File: config.mk
export PLATFORM = sky130hd
export DESIGN_NAME = sysctl_regs
export DESIGN_NICKNAME = d
export VERILOG_FILES = /design/src/rtl/sysctl_pkg.sv /design/src/rtl/sysctl_tick_div.sv /design/src/rtl/sysctl_upcount.sv /design/src/rtl/sysctl_sync.sv /design/src/rtl/sysctl_presc.sv /design/src/rtl/sysctl_regs.sv
export SDC_FILE = /design/constraint.sdc
export NUM_CORES = 1
export LEC_CHECK = 0
export ABC_AREA = 0
export BUFFER_PORTS_ARGS = -buffer_cell sky130_fd_sc_hd__buf_2
export CAP_MARGIN = 10
export CORE_ASPECT_RATIO = 1.25
export CORE_MARGIN = 3
export CORE_UTILIZATION = 40
export CTS_BUF_LIST = sky130_fd_sc_hd__clkbuf_4 sky130_fd_sc_hd__clkbuf_8 sky130_fd_sc_hd__clkbuf_16
export DETAILED_ROUTE_END_ITERATION = 12
export HOLD_SLACK_MARGIN = 0.03
export PLACE_DENSITY = 0.62
export SKIP_CTS_REPAIR_TIMING = 1
export SYNTH_ARGS = -nofsm -noshare
export SYNTH_HDL_FRONTEND = slang
export SYNTH_SLANG_ARGS = --single-unit
File: constraint.sdc
create_clock -name clk -period 3 [get_ports clk]
set_input_delay 0 -clock clk [delete_from_list [all_inputs] [get_ports clk]]
set_output_delay 0 -clock clk [all_outputs]
set_load 0.01 [all_outputs]
File: src/rtl/sysctl_pkg.sv
package sysctl_pkg;

    localparam int unsigned ADDR_W = 12;
    localparam int unsigned DATA_W = 32;
    localparam int unsigned LED_W  = 2;
    localparam int unsigned BTN_W  = 2;

    // Register byte offsets
    localparam logic [ADDR_W-1:0] OFF_LED  = 12'h000;
    localparam logic [ADDR_W-1:0] OFF_BTN  = 12'h008;
    localparam logic [ADDR_W-1:0] OFF_SEC  = 12'h010;
    localparam logic [ADDR_W-1:0] OFF_CENT = 12'h014;
    localparam logic [ADDR_W-1:0] OFF_EVT  = 12'h018;
    localparam logic [ADDR_W-1:0] OFF_RLD  = 12'h01C;
    localparam logic [ADDR_W-1:0] OFF_DOWN = 12'h020;
    localparam logic [ADDR_W-1:0] OFF_CTRL = 12'h04C;

    typedef enum logic [3:0] {
        SEL_NONE,
        SEL_LED,
        SEL_BTN,
        SEL_SEC,
        SEL_CENT,
        SEL_EVT,
        SEL_RLD,
        SEL_DOWN,
        SEL_CTRL
    } reg_sel_e;

    typedef struct packed {
        logic [DATA_W-1:0] down;
        logic [DATA_W-1:0] events;
    } presc_t;

    function automatic reg_sel_e decode(input logic [ADDR_W-1:0] a);
        reg_sel_e s;
        case (a)
            OFF_LED:  s = SEL_LED;
            OFF_BTN:  s = SEL_BTN;
            OFF_SEC:  s = SEL_SEC;
            OFF_CENT: s = SEL_CENT;
            OFF_EVT:  s = SEL_EVT;
            OFF_RLD:  s = SEL_RLD;
            OFF_DOWN: s = SEL_DOWN;
            OFF_CTRL: s = SEL_CTRL;
            default:  s = SEL_NONE;
        endcase
        return s;
    endfunction

    // One prescaler tick: count down, or reload and bump the event count.
    function automatic presc_t presc_step(input presc_t cur,
                                          input logic [DATA_W-1:0] reload);
        presc_t nxt;
        nxt = cur;
        if (cur.down == '0) begin
            nxt.down   = reload;
            nxt.events = cur.events + 1'b1;
        end else begin
            nxt.down = cur.down - 1'b1;
        end
        return nxt;
    endfunction

endpackage

File: src/rtl/sysctl_tick_div.sv
module sysctl_tick_div #(
    parameter int unsigned DIV = 5
) (
    input  logic clk,
    input  logic rst,
    output logic tick_o
);
    generate
        if (DIV <= 1) begin : g_every
            assign tick_o = 1'b1;
        end else begin : g_count
            localparam int unsigned CW = $clog2(DIV);
            localparam logic [CW-1:0] LAST = CW'(DIV - 1);
            logic [CW-1:0] cnt_q;

            assign tick_o = (cnt_q == LAST);

            always_ff @(posedge clk) begin
                if (rst) begin
                    cnt_q <= '0;
                end else if (tick_o) begin
                    cnt_q <= '0;
                end else begin
                    cnt_q <= cnt_q + 1'b1;
                end
            end
        end
    endgenerate
endmodule

File: src/rtl/sysctl_upcount.sv
module sysctl_upcount #(
    parameter int unsigned W = 32
) (
    input  logic         clk,
    input  logic         rst,
    input  logic         tick,
    input  logic         load,
    input  logic [W-1:0] load_val,
    output logic [W-1:0] q
);
    always_ff @(posedge clk) begin
        if (rst) begin
            q <= '0;
        end else if (load) begin
            q <= load_val;
        end else if (tick) begin
            q <= q + 1'b1;
        end
    end
endmodule

File: src/rtl/sysctl_sync.sv
module sysctl_sync #(
    parameter int unsigned W      = 2,
    parameter int unsigned STAGES = 2
) (
    input  logic         clk,
    input  logic         rst,
    input  logic [W-1:0] din,
    output logic [W-1:0] dout
);
    logic [W-1:0] stg_q [STAGES];

    generate
        for (genvar i = 0; i < STAGES; i++) begin : g_stage
            if (i == 0) begin : g_first
                always_ff @(posedge clk) begin
                    if (rst) stg_q[0] <= '0;
                    else     stg_q[0] <= din;
                end
            end else begin : g_next
                always_ff @(posedge clk) begin
                    if (rst) stg_q[i] <= '0;
                    else     stg_q[i] <= stg_q[i-1];
                end
            end
        end
    endgenerate

    assign dout = stg_q[STAGES-1];
endmodule

File: src/rtl/sysctl_presc.sv
module sysctl_presc
    import sysctl_pkg::*;
(
    input  logic              clk,
    input  logic              rst,
    input  logic              tick,
    input  logic              wr_rld,
    input  logic              wr_down,
    input  logic              wr_evt,
    input  logic [DATA_W-1:0] wdata,
    output logic [DATA_W-1:0] reload_o,
    output logic [DATA_W-1:0] down_o,
    output logic [DATA_W-1:0] events_o
);
    presc_t st_q, st_step, st_d;
    logic [DATA_W-1:0] rld_q;

    always_comb begin
        st_step = tick ? presc_step(st_q, rld_q) : st_q;
        st_d    = st_step;
        if (wr_down) st_d.down   = wdata;
        if (wr_evt)  st_d.events = wdata;
    end

    always_ff @(posedge clk) begin
        if (rst) begin
            st_q  <= '0;
            rld_q <= '0;
        end else begin
            st_q <= st_d;
            if (wr_rld) rld_q <= wdata;
        end
    end

    assign reload_o = rld_q;
    assign down_o   = st_q.down;
    assign events_o = st_q.events;
endmodule

File: src/rtl/sysctl_regs.sv
module sysctl_regs
    import sysctl_pkg::*;
#(
    parameter int unsigned CLK_HZ = 100_000_000,
    parameter int unsigned PS_HZ  = 20_000_000
) (
    input  logic              clk,
    input  logic              rst,
    input  logic              wr_en,
    input  logic [ADDR_W-1:0] addr,
    input  logic [DATA_W-1:0] wdata,
    output logic [DATA_W-1:0] rdata,
    input  logic [BTN_W-1:0]  btn_i,
    output logic [LED_W-1:0]  led_o
);
    localparam int unsigned PS_DIV   = (CLK_HZ / PS_HZ) > 0 ? (CLK_HZ / PS_HZ) : 1;
    localparam int unsigned CENT_DIV = (CLK_HZ / 100) > 0 ? (CLK_HZ / 100) : 1;
    localparam int unsigned SEC_DIV  = CLK_HZ;

    reg_sel_e sel;
    logic ps_tick, cent_tick, sec_tick;
    logic [LED_W-1:0]  led_q;
    logic [DATA_W-1:0] ctrl_q;
    logic [BTN_W-1:0]  btn_s;
    logic [DATA_W-1:0] sec_q, cent_q;
    logic [DATA_W-1:0] reload_q, down_q, events_q;

    assign sel = decode(addr);

    sysctl_tick_div #(.DIV(PS_DIV))   u_ps_div   (.clk(clk), .rst(rst), .tick_o(ps_tick));
    sysctl_tick_div #(.DIV(CENT_DIV)) u_cent_div (.clk(clk), .rst(rst), .tick_o(cent_tick));
    sysctl_tick_div #(.DIV(SEC_DIV))  u_sec_div  (.clk(clk), .rst(rst), .tick_o(sec_tick));

    sysctl_upcount #(.W(DATA_W)) u_sec (
        .clk(clk), .rst(rst), .tick(sec_tick),
        .load(wr_en && sel == SEL_SEC), .load_val(wdata), .q(sec_q)
    );
    sysctl_upcount #(.W(DATA_W)) u_cent (
        .clk(clk), .rst(rst), .tick(cent_tick),
        .load(wr_en && sel == SEL_CENT), .load_val(wdata), .q(cent_q)
    );

    sysctl_presc u_presc (
        .clk(clk), .rst(rst), .tick(ps_tick),
        .wr_rld(wr_en && sel == SEL_RLD),
        .wr_down(wr_en && sel == SEL_DOWN),
        .wr_evt(wr_en && sel == SEL_EVT),
        .wdata(wdata),
        .reload_o(reload_q), .down_o(down_q), .events_o(events_q)
    );

    sysctl_sync #(.W(BTN_W), .STAGES(2)) u_btn_sync (
        .clk(clk), .rst(rst), .din(btn_i), .dout(btn_s)
    );

    always_ff @(posedge clk) begin
        if (rst) begin
            led_q  <= '0;
            ctrl_q <= '0;
        end else if (wr_en) begin
            if (sel == SEL_LED)  led_q  <= wdata[LED_W-1:0];
            if (sel == SEL_CTRL) ctrl_q <= wdata;
        end
    end

    assign led_o = led_q;

    always_comb begin
        case (sel)
            SEL_LED:  rdata = {{(DATA_W-LED_W){1'b0}}, led_q};
            SEL_BTN:  rdata = {{(DATA_W-BTN_W){1'b0}}, btn_s};
            SEL_SEC:  rdata = sec_q;
            SEL_CENT: rdata = cent_q;
            SEL_EVT:  rdata = events_q;
            SEL_RLD:  rdata = reload_q;
            SEL_DOWN: rdata = down_q;
            SEL_CTRL: rdata = ctrl_q;
            default:  rdata = '0;
        endcase
    end
endmodule

==> metrics.md, run 1 <==
| Metric | Value |
|---|---|
| RSZ-0062 raised after global routing | `false` |
| Clk buf depth | `3` |
| Final Hold Viols | `0` |
| Cts bufs inserted | `28` |
| Share of cells above drive strength 1 | `about an eighth` |
| Yosys Warn Count | `0` |
| Arrival @ worst endpoint | `around 3.3 ns` |
| Fin. max-slew vios | `0` |
| Synth area leader | `dfxtp_1` |
| Multi-input gate area | `8099 sq um` |
| Vias | `13180` |
| Reg2Reg Depth | `9` |
| Grt ovf | `0` |
| Syn_area_per_cell | `8.058 sq um` |
| WP data required | `between 3 and 4 ns` |
| Filler cells | `between 3000 and 4000` |
| Final setup margin | `0.2030 ns` |
| Max VDD drop | `between 0.3 and 0.4 mV` |
| Slew HR | `a little under half` |
| Yosys reg bits | `248` |
| Setup crit start kind | `register` |
| CP max-delay cell | `or4_4` |
| Pleak | `around 6 nW` |
| N_diodes | `0` |
| Setup violations, final | `0` |
| Die X | `171.1 um` |
| Synth top area cells | `dfxtp_1 (36%), nor2_1 (6.3%), mux2i_1 (5.1%), a211oi_1 (5.0%), xor2_1 (4.9%)` |
| Top-area cell type share of the netlist area | `between 30% and 40%` |
| First drt pass iteration count | `7` |
| Hold Path Depth | `5` |
| Synthesized net count | `around 1800` |
| Register area share after synthesis | `a little over a third` |
| Average wire per standard cell | `~21 um` |
| Final hold slack | `just over 0.07 ns` |
| Initial Util | `roughly two fifths` |
| Worst hold path class | `input pin to register` |
| Synth top cells by count | `dfxtp_1 (248), nor2_1 (228), nand2_1 (153)` |
| CP max stage delay | `~0.59 ns` |
| CP max FO | `15` |
| DRT antenna net count | `0` |
| Worst-path cell chain | `inv_1 > ha_1 > or3b_2 > or4_4 > nor4_4 > buf_4 > nand4_1 > xor2_1 > a211oi_1` |
| Pre-CTS WS | `roughly 0.24 ns` |
| Post-synthesis instance area | `between 10000 and 15000 sq um` |
| Max-Cap Viols | `0` |
| Total negative slack | `0 ns` |
| Number of placed cells counting well taps | `between 2000 and 2500` |
| Most frequent cell after synthesis | `dfxtp_1` |
| Cell Count, Final, Fillers Out | `between 2000 and 2500` |
| Initial antenna violation count | `0` |
| H-tree Lvls | `1` |
| Number of global-route vias before repair | `around 13000` |
| Distinct cell type count after synthesis | `70` |
| Rows | `74` |
| Synth Flop Type | `dfxtp_1` |
| PwrDens | `~500 nW/um^2` |
| Io pins | `between 80 and 90` |
| IO Port Bufs | `82` |
| First-pass GRT wire length | `around 72 mm` |
| Slew @ Worst Pin | `about 0.8 ns` |
| Iteration-0 DRC Markers | `1346` |
| FFs w/ async S/R, synth | `0%` |
| Worst-path clk slew | `0.06 ns` |
| Nets | `about 1800` |
| Post-DR vias/cell | `between 5 and 6` |
| Clock latency on the worst-skew pair | `0.56 ns` |
| Post-synth EDFFs | `0` |
| Die Y | `around 210 um` |
| Root buffer cell | `clkbuf_16` |
| Drt drc | `0` |
| Die footprint | `36350 sq um` |
| Setup CP Type | `register to register` |
| Final Skew | `approximately 0.0084 ns` |
| Gr usage total | `25.07%` |
| Largest net degree at the start of global routing | `between 60 and 70` |
| Detailed-route wire length | `about 47 mm` |
| DP HPWL | `approximately 33 mm` |
| P&R area growth vs syn | `17.02%` |
| Register area | `~5000 sq um` |
| Minimum clock period | `around 2.8 ns` |
| GPL Wtd Cong | `a little under 1` |
| Fin crit share | `slightly above 90%` |
| CORE AREA | `roughly 33000 sq um` |
| CTS Sinks | `about 250` |
| CTS tree | `yes` |
| Cells after Synth | `1692` |
| Worst setup EP type | `register` |
| Fin util | `48.14%` |
| Status | `finished, final reports clean` |
| Fmax | `0.3575 GHz` |
## cells by family (layout without fill, tap and decap cells)
logic type / count (synthesis) / count (layout) / synth area share, %
buf+inv: 147 / 260 / 4.276
compound gates: 353 / 353 / 17.55
flops: 248 / 248 / 36.41
simple gates: 723 / 723 / 26.64
mux: 72 / 72 / 5.304
xor+xnor: 140 / 140 / 8.993
fa+ha+maj: 9 / 9 / 0.8259
## cell type report
class                   instances  share of cell area [%]
clock buffers                  38                   5.168
clock inverters                14                  0.9567
inverters                      23                  0.5411
multi-input cells            1297                   50.76
flip-flops and latches        248                   31.12
well taps                     418                   3.278
repair buffers                185                   8.179
## registers in the layout (all words and copies together) (netlist names)
| signal | count |
|---|---|
| u_sec.q | 32 |
| u_sec_div.g_count.cnt_q | 27 |
| u_presc.events_o | 32 |
| u_cent.q | 32 |
| ctrl_q | 32 |
| u_cent_div.g_count.cnt_q | 20 |
| u_btn_sync.stg_q | 4 |
| u_presc.down_o | 32 |
| u_presc.reload_o | 32 |
| u_ps_div.g_count.cnt_q | 3 |
| led_o | 2 |
## layout by cell type (no fill, tap or decap), types with 29 or more instances in the layout
cell type	n
and3_1	38
buf_2	81
nand2_1	153
nand3_1	72
clkbuf_16	29
mux2i_1	70
dlygate4sd3_1	36
o21ai_0	45
a211oi_1	91
xnor2_1	64
nor3_1	40
dfxtp_1	248
xor2_1	76
nand4_1	57
a21oi_1	78
buf_4	65
a222oi_1	31
nor2_1	228
o21ai_1	32
## path summary, 6_finish.rpt
kind | startpoint | to | slack [ns]
setup / recovery | u_presc.down_o[0] | u_presc.events_o[31] | 0.20
hold / removal | addr[10] | led_o[1] | 0.07
setup reg to reg | u_presc.down_o[0] | u_presc.events_o[31] | 0.20
hold reg to reg | u_btn_sync.stg_q[0][0] | u_btn_sync.stg_q[1][0] | 0.43
## where the power goes
part | leakage (nW) | internal (W) | switching (W)
clock network | 0.486 | 0.00218 | 0.00144
registers | 2.00 | 0.00332 | 0.0000307
logic | 3.36 | 0.000372 | 0.000635
total | 5.84 | 0.00587 | 0.00211
## routing by layer
metal / global-route usage (%) / routed length [um]
met1: 32.06 / 19670
met2: 40.95 / 21430
met3: 3.813 / 2967
met4: 12.99 / 2733
met5: 0 / 0
## critical path, delay by kind of cell, from the launching register on
family          cells  cell delay [ns]
compound gates      1             0.23
xor+xnor            1             0.17
fa+ha+maj           1             0.21
buf+inv             2             0.35
flops               1             0.31
simple gates        4             1.44
## through the flow
| step | total power (W) | instance area [sq um] |
|---|---|---|
| floorplan | 0.004008 | 13630 |
| global placement | 0.004376 | 14620 |
| detailed placement | 0.004376 | 14620 |
| CTS | 0.007983 | 15600 |
| global route | 0.008240 | 15960 |
| finish | 0.007978 | 15960 |
Power figures use the tool's default switching activity.
==> run 2: changes to the inputs <==
==> constraint.sdc (replaced) <==
create_clock -name clk -period 3 [get_ports clk]
set_input_delay 0.45 -clock clk [delete_from_list [all_inputs] [get_ports clk]]
set_output_delay 0.45 -clock clk [all_outputs]
set_load 0.01 [all_outputs]
==> run 2 against run 1 <==
Net effect:
- worst setup slack lost 0.087 ns
- sequential share of layout area grew 0.12 points
- utilization shrank 0.18 points
- global-route usage grew 1.0 points
- critical endpoint is now rdata[11]
- largest power group unchanged
- cell count shrank 1.2%
- count of clock-buffer cells in the layout grew 4
- clock skew grew 0.0057 ns
- clock power grew 3%
- critical path type is now input pin to primary output
- register-to-register slack lost 0.04 ns
- highest routed layer unchanged
==> metrics.md, run 2 (synthesized netlist as in run 1, its figures left out) <==
| Metric | Value |
|---|---|
| Gr usage total | `26.07% (+1.0 points)` |
| Hold Path Depth | `2 (-3)` |
| Drt drc | `0 (unchanged)` |
| Placed cell area | `14840 sq um (+1.5%)` |
| CP max stage delay | `0.57 ns (-0.02 ns)` |
| H-tree Lvls | `1 (unchanged)` |
| CP max FO | `25 (+10)` |
| Setup violations, final | `0 (unchanged)` |
| P&R area growth vs syn | `16.58%` |
| Grt ovf | `0 (unchanged)` |
| Slew @ Worst Pin | `0.6660 ns (-0.1493 ns)` |
| Vias | `13290 (+0.88%)` |
| Arrival @ worst endpoint | `2.43 ns (-0.83 ns)` |
| Worst-path cell chain | `buf_2 > or4_4 > nor4_4 > and3_1 > buf_12 > a222oi_1 > a21boi_0 > o21ai_1 > buf_2` |
| WP data required | `2.55 ns (-0.92 ns)` |
| Initial antenna violation count | `0 (unchanged)` |
| Max VDD drop | `0.4662 mV (+44%)` |
| Total Power | `0.008070 W (+1.2%)` |
| Most used cell, CP | `buf_2` |
| Hold Startpoint | `btn_i[1]` |
| Reg2Reg Depth | `8 (-1)` |
| First-pass GRT wire length | `73.99 mm (+2.8%)` |
| Reg-to-reg setup timing slack | `0.16 ns (-0.04 ns)` |
| Detailed-route wire length | `48.07 mm (+2.7%)` |
| Filler cells | `3281 (+0.86%)` |
| PwrDens | `507.7 nW/um^2 (+1.5%)` |
| Die X | `171.1 um (unchanged)` |
| Initial Util | `41.13% (unchanged)` |
| Worst hold path class | `input pin to register` |
| Clock latency on the worst-skew pair | `0.56 ns (about the same)` |
| Largest net degree at the start of global routing | `115 (+69%)` |
| Worst setup EP type | `primary output` |
| Max-Cap Viols | `0 (unchanged)` |
| Fin. max-slew vios | `0 (unchanged)` |
| Post-DR vias/cell | `6.051 (+2.1%)` |
| CP max-delay cell | `or4_4` |
| Nets | `1818 (-1.2%)` |
| Rows | `74 (unchanged)` |
| GPL Wtd Cong | `0.9801 (+1.3%)` |
| CTS tree | `yes` |
| Status | `finished, final reports clean` |
| First drt pass iteration count | `6 (-1)` |
| Setup crit start kind | `input pin` |
| Io pins | `83 (unchanged)` |
| Fin crit share | `96.14% (+2.9 points)` |
| DP HPWL | `35.39 mm (+6.3%)` |
| Number of global-route vias before repair | `12670 (+0.58%)` |
| WHS Endpoint | `u_btn_sync.stg_q[0][1]` |
| Pleak | `5.822 nW (-0.33%)` |
| R2r startpoint | `u_presc.down_o[0]` |
| CTS Sinks | `248 (unchanged)` |
| Multi-input gate area | `8142 sq um (+0.53%)` |
| IO Port Bufs | `82 (unchanged)` |
| Post-Layout Inst Area | `15900 sq um (-0.38%)` |
| Minimum clock period | `2.884 ns (+0.08732 ns)` |
| Root buffer cell | `clkbuf_16` |
| Commonest non-fill, non-tap cells in the layout | `dfxtp_1 (248), nor2_1 (227), nand2_1 (153), a211oi_1 (91), buf_2 (81)` |
| Die footprint | `36350 sq um (unchanged)` |
| DRT antenna net count | `0 (unchanged)` |
| Pre-CTS WS | `0.01670 ns (-0.2187 ns)` |
| Final setup margin | `0.1157 ns (-0.08732 ns)` |
| Fmax | `0.3467 GHz (-3.0%)` |
| Worst-path clk slew | `0.06 ns (about the same)` |
| Final hold slack | `0.1100 ns (+0.03813 ns)` |
| CORE AREA | `33150 sq um (unchanged)` |
| Register area | `4965 sq um (unchanged)` |
| Fin util | `47.95% (-0.18 points)` |
| FF-to-FF End | `u_presc.events_o[6]` |
| Most common cell after layout, fill and taps aside | `dfxtp_1` |
| RSZ-0062 raised after global routing | `true` |
| Slew HR | `55.26% (+9.6 points)` |
| Final Hold Viols | `0 (unchanged)` |
| Cts bufs inserted | `28 (unchanged)` |
| Setup CP Type | `input pin to primary output` |
| Iteration-0 DRC Markers | `1485 (+10%)` |
| Share of cells above drive strength 1 | `13.72% (+1.1 points)` |
| Die Y | `212.4 um (unchanged)` |
| Final Skew | `0.01410 ns (+0.005669 ns)` |
| N_diodes | `0 (unchanged)` |
| Clk buf depth | `3 (unchanged)` |
| Average wire per standard cell | `21.88 um (+3.9%)` |
## run 2: critical path, delay by kind of cell
kind	cells	cell delay [ns]
AOI/OAI and AO/OA	3	0.47
buffers and inverters	3	0.44
and+or+nand+nor	3	1.07
## run 2: stage by stage
step | TNS [ns] | std cells
floorplan | 0 | 1692
global placement | 0 | 2148
detailed placement | 0 | 2148
CTS | 0 | 2197
global route | -0.002129 | 2197
finish | 0 | 2197
## run 2: routing by layer
| metal | track usage [%] | vias up | wire length, um |
|---|---|---|---|
| li1 | - | 6292 | - |
| met1 | 33.29 | 6368 | 19910 |
| met2 | 43.34 | 519 | 22480 |
| met3 | 4.296 | 114 | 3333 |
| met4 | 11.60 | 0 | 2346 |
| met5 | 0 | - | 0 |
## run 2: cell type report
cell class,count,share of cell area [%]
clock inverter,7,0.8895
clock buffer,42,5.455
tap,418,3.290
multi-input combinational,1297,51.22
timing repair buffer,162,7.368
sequential,248,31.23
inverter,23,0.5431
## run 2: worst max-delay path by stage
stage,endpoint,startpoint,slack (ns)
floorplan,rdata[10],addr[7],0.002
global placement,rdata[10],addr[7],0.03
detailed placement,rdata[12],addr[7],0.02
CTS,rdata[12],addr[7],0.01
global route,u_presc.events_o[6],u_presc.down_o[1],-0.002
finish,rdata[11],addr[7],0.12
## run 2: report_power, final
part / total [W] / switching [W] / internal [W]
clock network: 0.00373 / 0.00141 / 0.00233
logic: 0.000989 / 0.000646 / 0.000343
registers: 0.00335 / 0.0000278 / 0.00332
==> run 3: changes to the inputs <==
Settings changed: CTS_BUF_LIST sky130_fd_sc_hd__clkbuf_4 sky130_fd_sc_hd__clkbuf_8 sky130_fd_sc_hd__clkbuf_16 to unset, PLACE_DENSITY 0.62 to 0.59.
==> run 3 against run 2 <==
Net effect:
- design area shrank 1.2%
- non-clock buffer count shrank 4
- total power shrank 3.4%
- combinational power shrank 2.7%
- largest cell class unchanged
==> metrics.md, run 3 (synthesized netlist as in run 1, its figures left out) <==
| Metric | Value |
|---|---|
| Setup crit start kind | `input pin` |
| Rows | `74 (unchanged)` |
| Average wire per standard cell | `21.79 um (-0.41%)` |
| Root buffer cell | `clkbuf_16` |
| DRT antenna net count | `0 (unchanged)` |
| Iteration-0 DRC Markers | `1264 (-15%)` |
| Worst hold path class | `input pin to register` |
| Arrival @ worst endpoint | `2.52 ns (+0.09 ns)` |
| Die X | `171.1 um (unchanged)` |
| Largest net degree at the start of global routing | `82 (-29%)` |
| Fin util | `47.36% (-0.59 points)` |
| WP data required | `2.55 ns (about the same)` |
| Final setup margin | `0.03309 ns (-0.08260 ns)` |
| Number of global-route vias before repair | `12480 (-1.5%)` |
| Placed cell area | `14760 sq um (-0.54%)` |
| Slew HR | `38.08% (-17 points)` |
| Fmax | `0.3371 GHz (-2.8%)` |
| CTS tree | `yes` |
| Max VDD drop | `0.3292 mV (-29%)` |
| Final Hold Viols | `0 (unchanged)` |
| PwrDens | `496.4 nW/um^2 (-2.2%)` |
| Drt drc | `0 (unchanged)` |
| Post-Layout Inst Area | `15700 sq um (-1.2%)` |
| DP HPWL | `34.92 mm (-1.3%)` |
| Most common cell after layout, fill and taps aside | `dfxtp_1` |
| Pleak | `5.731 nW (-1.6%)` |
| Detailed-route wire length | `47.79 mm (-0.59%)` |
| Pre-CTS WS | `-0.02052 ns (-0.03722 ns)` |
| Fin crit share | `98.90% (+2.8 points)` |
| Commonest non-fill, non-tap cells in the layout | `dfxtp_1 (248), nor2_1 (228), nand2_1 (153), a211oi_1 (91), buf_2 (81)` |
| Gr usage total | `25.69% (-0.38 points)` |
| Final Skew | `0.009944 ns (-0.004156 ns)` |
| Slew @ Worst Pin | `0.9288 ns (+0.2628 ns)` |
| IO Port Bufs | `82 (unchanged)` |
| Minimum clock period | `2.967 ns (+0.08260 ns)` |
| Die Y | `212.4 um (unchanged)` |
| Clk buf depth | `3 (unchanged)` |
| Worst-path clk slew | `0.05 ns (about the same)` |
| Max-Cap Viols | `0 (unchanged)` |
| Io pins | `83 (unchanged)` |
| Initial Util | `41.13% (unchanged)` |
| First-pass GRT wire length | `73.28 mm (-0.95%)` |
| CORE AREA | `33150 sq um (unchanged)` |
| Final hold slack | `0.1119 ns (+0.001917 ns)` |
| H-tree Lvls | `1 (unchanged)` |
| Share of cells above drive strength 1 | `12.96% (-0.76 points)` |
| GPL Wtd Cong | `0.9747 (-0.55%)` |
| Die footprint | `36350 sq um (unchanged)` |
| Initial antenna violation count | `0 (unchanged)` |
| RSZ-0062 raised after global routing | `false` |
| Setup CP Type | `input pin to primary output` |
| Cts bufs inserted | `29 (+3.6%)` |
| Vias | `13150 (-1.1%)` |
| CP max FO | `20 (-20%)` |
| N_diodes | `0 (unchanged)` |
| CTS Sinks | `248 (unchanged)` |
| Post-DR vias/cell | `5.998 (-0.87%)` |
| Fin. max-slew vios | `0 (unchanged)` |
| Status | `finished, final reports clean` |
| P&R area growth vs syn | `15.14%` |
| Grt ovf | `0 (unchanged)` |
| Nets | `1815 (-0.17%)` |
| Clock latency on the worst-skew pair | `0.55 ns (about the same)` |
| Setup violations, final | `0 (unchanged)` |
| Filler cells | `3277 (-0.12%)` |
| First drt pass iteration count | `8 (+2)` |
| Worst setup EP type | `primary output` |
[run 3: cell types whose count changed in the layout (fill, tap and decap cells not counted), moves of 2 or more]
cell	previous run	this run
buf_12	12	8
bufinv_16	4	1
clkbuf_1	0	7
clkbuf_4	6	0
clkbuf_8	7	9
clkinv_2	1	3
mux2i_1	68	70
mux2i_2	2	0
[run 3: power breakdown]
| part | internal [W] | leakage, nW | switching (W) |
|---|---|---|---|
| logic | 0.000337 | 3.28 | 0.000625 |
| registers | 0.00332 | 2.00 | 0.0000306 |
| clock network | 0.00206 | 0.456 | 0.00142 |
| total | 0.00572 | 5.73 | 0.00207 |
[run 3: worst max-delay path, stage by stage]
cell and delay [ns]:
buf_2 0.09, or4_4 0.56, or2_2 0.31, nor2_1 0.15, and2_2 0.21, buf_12 0.19, mux2i_1 0.09, o21ai_1 0.26
buf_2 0.19
[run 3: final timing paths]
kind	start	to	slack, ns	cells past startpoint
worst max-delay path	addr[7]	rdata[15]	0.03	9
worst min-delay path	btn_i[1]	u_btn_sync.stg_q[0][1]	0.11	2
worst max register to register	u_presc.down_o[1]	u_presc.events_o[28]	0.12	9
worst min register to register	u_btn_sync.stg_q[0][0]	u_btn_sync.stg_q[1][0]	0.44	1
[run 3: layout make-up]
| cell class | instances | area, sq um | share of cell area (%) |
|---|---|---|---|
| well taps | 418 | 523.0 | 3.331 |
| inverters | 23 | 86.33 | 0.5499 |
| clock buffers | 45 | 875.8 | 5.579 |
| repair buffers | 158 | 1095 | 6.974 |
| flip-flops and latches | 248 | 4965 | 31.63 |
| clock inverters | 4 | 45.04 | 0.2869 |
| multi-input cells | 1297 | 8109 | 51.65 |
[run 3: through the flow]
step	instances	total power (W)	TNS (ns)
2_1_floorplan	1692	0.004008	0
3_3_place_gp	2144	0.004363	0
3_5_place_dp	2144	0.004367	-0.03907
4_1_cts	2193	0.007847	-0.03880
5_1_grt	2193	0.008105	0
6_report	2193	0.007792	0
[run 3: routing by layer]
metal | track usage, % | vias to the layer above | wire [um]
met5 | 0 | - | 0
met4 | 11.55 | 0 | 2243
met3 | 3.627 | 108 | 2829
met2 | 42.78 | 450 | 22460
met1 | 33.06 | 6306 | 20250
li1 | - | 6289 | -
